$ cat src/rtl/cbu_pkg.sv
package cbu_pkg;
  typedef enum logic [2:0] {
    SEL_ZERO   = 3'd0,
    SEL_NZERO  = 3'd1,
    SEL_NEG    = 3'd2,
    SEL_CARRY  = 3'd3,
    SEL_OVF    = 3'd4,
    SEL_SLT    = 3'd5,
    SEL_ULT    = 3'd6,
    SEL_ALWAYS = 3'd7
  } cond_sel_e;

  typedef struct packed {
    logic z;
    logic n;
    logic c;
    logic v;
  } flags_t;
endpackage

$ cat src/rtl/cbu_subtractor.sv
module cbu_subtractor #(
  parameter int DATA_W = 16
) (
  input  logic [DATA_W-1:0] a_i,
  input  logic [DATA_W-1:0] b_i,
  output cbu_pkg::flags_t   flags_o
);
  localparam int MSB = DATA_W - 1;

  logic [DATA_W:0]   wide;
  logic [DATA_W-1:0] diff;

  assign wide = {1'b0, a_i} - {1'b0, b_i};
  assign diff = wide[MSB:0];

  assign flags_o.z = (diff == '0);
  assign flags_o.n = diff[MSB];
  assign flags_o.c = ~wide[DATA_W];  // no borrow
  assign flags_o.v = (a_i[MSB] ^ b_i[MSB]) & (a_i[MSB] ^ diff[MSB]);
endmodule

$ cat src/rtl/cbu_cond_select.sv
module cbu_cond_select (
  input  cbu_pkg::flags_t flags_i,
  input  logic [2:0]      sel_i,
  output logic            cond_o
);
  import cbu_pkg::*;

  always_comb begin
    unique case (cond_sel_e'(sel_i))
      SEL_ZERO:   cond_o = flags_i.z;
      SEL_NZERO:  cond_o = ~flags_i.z;
      SEL_NEG:    cond_o = flags_i.n;
      SEL_CARRY:  cond_o = flags_i.c;
      SEL_OVF:    cond_o = flags_i.v;
      SEL_SLT:    cond_o = flags_i.n ^ flags_i.v;
      SEL_ULT:    cond_o = ~flags_i.c;
      default:    cond_o = 1'b1;
    endcase
  end
endmodule

$ cat src/rtl/cbu_cond_latch.sv
module cbu_cond_latch (
  input  logic clk_i,
  input  logic rst_ni,
  input  logic load_i,
  input  logic cond_i,
  output logic bit_o
);
  logic bit_q;

  always_ff @(posedge clk_i or negedge rst_ni) begin
    if (!rst_ni)     bit_q <= 1'b0;
    else if (load_i) bit_q <= cond_i;
  end

  assign bit_o = bit_q;

  p_hold_r4: assert property (@(posedge clk_i) disable iff (!rst_ni)
    !load_i |=> $stable(bit_q))
    else $error("stored condition changed without a compare");
endmodule

$ cat src/rtl/cbu_next_pc.sv
module cbu_next_pc #(
  parameter int ADDR_W = 16
) (
  input  logic              br_valid_i,
  input  logic              cond_i,
  input  logic [ADDR_W-1:0] target_i,
  input  logic [ADDR_W-1:0] pc_i,
  output logic [ADDR_W-1:0] next_pc_o,
  output logic              taken_o
);
  localparam logic [ADDR_W-1:0] ONE = ADDR_W'(1);

  assign taken_o   = br_valid_i & cond_i;
  assign next_pc_o = taken_o ? target_i : pc_i + ONE;
endmodule

$ cat src/rtl/cmp_branch_unit.sv
module cmp_branch_unit #(
  parameter int DATA_W = 16,
  parameter int ADDR_W = 16
) (
  input  logic              clk_i,
  input  logic              rst_ni,
  input  logic              cmp_valid_i,
  input  logic [2:0]        cmp_sel_i,
  input  logic [DATA_W-1:0] op_a_i,
  input  logic [DATA_W-1:0] op_b_i,
  input  logic              br_valid_i,
  input  logic [ADDR_W-1:0] br_target_i,
  input  logic [ADDR_W-1:0] pc_i,
  output logic [ADDR_W-1:0] next_pc_o,
  output logic              taken_o
);
  import cbu_pkg::*;

  flags_t flags;
  logic   cond_sel;
  logic   cond_q;

  cbu_subtractor #(.DATA_W(DATA_W)) u_sub (
    .a_i     (op_a_i),
    .b_i     (op_b_i),
    .flags_o (flags)
  );

  cbu_cond_select u_sel (
    .flags_i (flags),
    .sel_i   (cmp_sel_i),
    .cond_o  (cond_sel)
  );

  cbu_cond_latch u_latch (
    .clk_i  (clk_i),
    .rst_ni (rst_ni),
    .load_i (cmp_valid_i),
    .cond_i (cond_sel),
    .bit_o  (cond_q)
  );

  cbu_next_pc #(.ADDR_W(ADDR_W)) u_npc (
    .br_valid_i (br_valid_i),
    .cond_i     (cond_q),
    .target_i   (br_target_i),
    .pc_i       (pc_i),
    .next_pc_o  (next_pc_o),
    .taken_o    (taken_o)
  );

  p_eq_zero_r1: assert property (@(posedge clk_i) disable iff (!rst_ni)
    cmp_valid_i && cmp_sel_i == 3'd0 && op_a_i == op_b_i |=> cond_q)
    else $error("equal operands did not store zero condition");

  p_always_r2: assert property (@(posedge clk_i) disable iff (!rst_ni)
    cmp_valid_i && cmp_sel_i == 3'd7 |=> cond_q)
    else $error("always-true select did not store 1");

  p_load_ult_r3: assert property (@(posedge clk_i) disable iff (!rst_ni)
    cmp_valid_i && cmp_sel_i == 3'd6 |=> cond_q == $past(op_a_i < op_b_i))
    else $error("unsigned less-than not stored");

  p_taken_r5: assert property (@(posedge clk_i) disable iff (!rst_ni)
    br_valid_i && cond_q |-> taken_o && next_pc_o == br_target_i)
    else $error("branch with set condition not taken");

  p_seq_r6: assert property (@(posedge clk_i) disable iff (!rst_ni)
    !(br_valid_i && cond_q) |-> !taken_o && next_pc_o == pc_i + ADDR_W'(1))
    else $error("sequential address wrong");
endmodule

$ cat config.mk
export PLATFORM = sky130hd
export DESIGN_NAME = cmp_branch_unit
export DESIGN_NICKNAME = d
export VERILOG_FILES = /design/src/rtl/cbu_pkg.sv /design/src/rtl/cbu_subtractor.sv /design/src/rtl/cbu_cond_select.sv /design/src/rtl/cbu_cond_latch.sv /design/src/rtl/cbu_next_pc.sv /design/src/rtl/cmp_branch_unit.sv
export SDC_FILE = /design/constraint.sdc
export NUM_CORES = 1
export LEC_CHECK = 0
export BUFFER_PORTS_ARGS = -buffer_cell sky130_fd_sc_hd__buf_2
export CORE_UTILIZATION = 30
export CTS_BUF_LIST = sky130_fd_sc_hd__clkbuf_8
export DETAILED_ROUTE_END_ITERATION = 16
export PLACE_DENSITY = 0.67
export SLEW_MARGIN = 0
export SYNTH_ARGS = -nofsm -noshare
export SYNTH_HDL_FRONTEND = slang
export SYNTH_HIERARCHICAL = 1
export SYNTH_SLANG_ARGS = --single-unit
export TNS_END_PERCENT = 20
$ cat constraint.sdc
create_clock -name clk_i -period 1.4 [get_ports clk_i]
set_input_delay 0.21 -clock clk_i [delete_from_list [all_inputs] [get_ports clk_i]]
set_output_delay 0.21 -clock clk_i [all_outputs]
set_load 0.1 [all_outputs]
## Word level (Yosys, flattened, before mapping)

Cells that the tools add are included.

| storage, ports and cells | value |
|---|---|
| bits in registers | 1 |
| bits of input ports | 71 |
| output and inout bits | 17 |
| word-level logic and storage cells | 20 |

| cells by class | value |
|---|---|
| $add $sub $neg | 2 |
| eq/ne operators | 6 |
| muxes and demuxes | 2 |
| bitwise operators | 7 |
| reduce and logical (&&, ||, !) cells | 2 |

Operators with widths:

| cell | count |
|---|---|
| $sub A16 B16 Y17 | 1 |
| $add A16 B1 Y16 const B | 1 |
| $logic_not A16 Y1 | 1 |
| $mux W16 | 1 |
| $eq A3 B3 Y1 const B | 3 |
| $pmux W1 S7 | 1 |
| $eq A3 B2 Y1 const B | 2 |
| $eq A3 B1 Y1 const B | 1 |
| $logic_not A3 Y1 | 1 |
| $xor A1 B1 Y1 | 3 |
| $and A1 B1 Y1 | 2 |
| $not A1 Y1 | 2 |

## Logic depth before layout (Yosys ltp)

| depth | value |
|---|---|
| word-level depth | 5 |
| depth in mapped cells | 15 |
| gate-level depth less buffers | 15 |

## Cells and area by module

Netlist, hierarchy kept.

By module, submodules not included:

| module | times used | cells an instance | area an instance (sq um) | sequential area each (sq um) |
|---|---|---|---|---|
| cbu_subtractor | 1 | 138 | 989.7 | 0.0 |
| cbu_next_pc | 1 | 79 | 462.9 | 0.0 |
| cbu_cond_select | 1 | 10 | 62.6 | 0.0 |
| cbu_cond_latch | 1 | 2 | 40.0 | 25.0 |

## Worst setup path before layout

OpenSTA, ideal clock, no wires.

| path | value |
|---|---|
| kind | input port to flip-flop |
| start point | in op_a_i[0] |
| end point | reg u_latch.bit_q (netlist: u_latch/bit_o) |
| setup time | 0.125 ns |
| arrival time | 3.190 ns |
| data required time | 1.275 ns |
| path slack | -1.915 ns |
| cell stages on the path | 14 |
| buffers on the path | 0 |
| cells stage by stage | inv_1 ha_1 fa_1 o211ai_1 or4_1 a311o_1 nor4_1 nand4_1 a311o_1 nor4b_2 xor2_1 a21oi_1 a22oi_1 mux2_4 |

RTL lines:

| element | RTL line | text |
|---|---|---|
| start, declared | cmp_branch_unit.sv:9 | `input logic [DATA_W-1:0] op_a_i,` |
| end signal, assigned | cbu_cond_latch.sv:12 | `else if (load_i) bit_q <= cond_i;` |
| end, declared | cbu_cond_latch.sv:8 | `logic bit_q;` |

==> impl_metrics.toml <==
[run_status]
status = "complete, but fails checks"
violations = "setup timing"

[grt]
overflow = 0
antenna_found_initial = 0
track_usage_pct = 19.6
grt_pass1_wl_um = 8800
grt_pass1_vias = 2076
grt_max_degree = 27

[floorplan]
die_area_um2 = 5480
num_rows = 25
ios = 88
dieHeight_um = 74
die_w_um = 74
core_um2 = 4850
initial_core_util_pct = 32.1

[power_and_ir_drop]
switching_share_pct = 55.5
net-switching-power_w = 0.00106
power_density_nw_per_um2 = 632
internal_power_w = 0.000849
peakVddDrop_mv = 0.276
combPwrFrac_pct = 98.0
seqPwrFrac_pct = 2.0
power_w = 0.00191
p_leak_nw = 1.50
power_frac_clock_pct = 0

[routing]
avgViaCountPerCell = 4.83
postRouteAntennaNets = 0
dr.first_iter.drc_count = 65
post-route-drc-count = 0
routed_wl_um = 5370
routedWlPerCell_um = 12.0
vias = 2167
first_pass_iters = 4

[yosys]
synthAdderAreaFrac_pct = 15.0
ys_ff_latch = 1
yosys.area_share.simple_pct = 30.1
syn_area_um2 = 1560
synth_area_per_cell_um2 = 6.79
synth_top_family_by_area = "simple AND/OR/NAND/NOR gates"
synth_flop_cell = "dfrtp_1"
yosys.cell_types.count = 58
synth_compound_gate_area_share_pct = 28.1
syn_inst = 229
synth_edf_count = 0
yosysSeqAreaShare_pct = 1.61
synthXorXnorAreaFrac_pct = 11.2
synthMuxAreaShare_pct = 3.70
synthArstFlopShare_pct = 100
synth_nets = 318
ys_warn_count = 6

[timing]
post-route-period-util_pct = 236
finalSetupViolations = 13
relSlewSlack_pct = 71.4
setup_ws_ns = -1.90
maxSlewViolCount = 0
fin_crit_ns = 3.30
max_freq_ghz = 0.303
rsz0062_at_grt = "true"
fin_skew_ns = 0
worstMarginPinSlew_ns = 0.428
holdWs_ns = 0.486
finalHoldViolCount = 0

[final_layout]
final_layout_size_suffix_gt1_share_pct = 52.9
largest_register_ffs = 1
nets = 473
mostFrequentLayoutCells = "73 x buf_4, 64 x buf_2, 24 x inv_1, 24 x nor2_1, 18 x buf_12"
num_antenna_cells = 0
final_common_cell = "buf_4"
syn_to_final_growth_pct = 94.4

[place]
routabilityCongestion = 0.907
hpwl_um = 4590
pre_cts_ws_ns = -2.08
portBuffers = 87

[hold_path]
hp-start = "cmp_valid_i"
hold_path.class = "input port to flop"

[worst_setup_path]
required_ns = 1.27
r2r_start = "u_latch/bit_o"
worstPathArrival_ns = 3.18
critPathKind = "input port to flop"
critPathLaunch = "op_a_i[0]"
startpoint_type = "input port"
end_kind = "flop"
path_max_fanout = 2

[job]
max_cap_violations = 0

[clock_network]
path_clk_slew_ns = 0
clk-insertion-delay-late_ns = 0
==> worst paths after layout <==
kind	endpoint	slack [ns]	cells after the start
min	u_latch/bit_o	0.49	2
max	u_latch/bit_o	-1.90	15
max reg2reg	u_latch/bit_o	0.51	2
min reg2reg	u_latch/bit_o	0.62	2
min in group asynchronous	u_latch/bit_o	0.53	2
max in group asynchronous	u_latch/bit_o	0.79	2
==> critical path, cell delays in order <==
cell and delay [ns]:
buf_6 0.07, inv_2 0.03, ha_4 0.15, fa_2 0.36, xnor2_2 0.14, or4_1 0.51, a311o_1 0.30, nor4_2 0.14
nand4_1 0.12, a311o_1 0.31, nor4b_2 0.24, xor2_1 0.10, a21oi_1 0.15, a22oi_1 0.08, mux2_4 0.27
==> what timing repair did <==
item,in CTS,in global routing
resized for setup,28,10
hold buffers,1,0
endpoints found under the hold margin,1,0
pin swaps,25,14
setup endpoints to repair,16,17
buffers inserted,5,2
cloned,0,0
==> cell type report <==
class,instances,area (µm²)
fill,413,1830
inverter,25,93.8
multi-input combinational,195,1520
sequential,1,25.0
tap,67,83.8
timing repair buffer,161,1300
==> stage by stage <==
step / std cells / util, % / area (µm²) / setup TNS (ns)
detailed placement: 441 / 57.9 / 2810 / -5.07
global placement: 441 / 57.9 / 2810 / -4.53
floorplan: 229 / - / 1590 / -16.54
CTS: 447 / 61.3 / 2970 / -3.82
finish: 449 / 62.3 / 3020 / -3.89
global route: 449 / 62.3 / 3020 / -4.90
==> routing by layer <==
metal / track usage, % / part of all wire [%]
met5: 0 / 0
met4: 0.641 / 0
met3: 0.949 / 3.6
met2: 40.4 / 55
met1: 23.0 / 42
==> logic make-up after synthesis <==
logic type	Yosys count
and+or+nand+nor	88
AOI/OAI and AO/OA	65
buffers and inverters	33
xor gates and xnor gates	19
adders and majority gates	18
muxes	5
DFF	1
==> Yosys cell counts, types with 3 or more instances <==
| master | count | share of area [%] |
|---|---|---|
| nor3_1 | 6 | 1.9 |
| nand4_1 | 6 | 2.4 |
| xor2_1 | 7 | 3.9 |
| o21a_1 | 5 | 2.4 |
| nor2_1 | 26 | 6.3 |
| nor2b_1 | 4 | 1.6 |
| xnor2_1 | 11 | 6.2 |
| a21oi_1 | 27 | 8.7 |
| nand3_1 | 11 | 3.5 |
| o211ai_1 | 4 | 1.9 |
| clkbuf_1 | 3 | 0.72 |
| ha_1 | 17 | 14 |
| o21ai_0 | 5 | 1.6 |
| nand2_1 | 18 | 4.3 |
| inv_1 | 25 | 6.0 |
| nor4_2 | 3 | 2.4 |
==> power groups by stage <==
stage	combinational (W)	sequential, W	clock [W]
after CTS	0.00186	0.0000381	0
final	0.00187	0.0000391	0
after detailed placement	0.00179	0.0000380	0
after global placement	0.00176	0.0000381	0
after floorplan	0.00106	0.0000372	0
after global routing	0.00199	0.0000399	0
(Power assumes the default switching activity.)
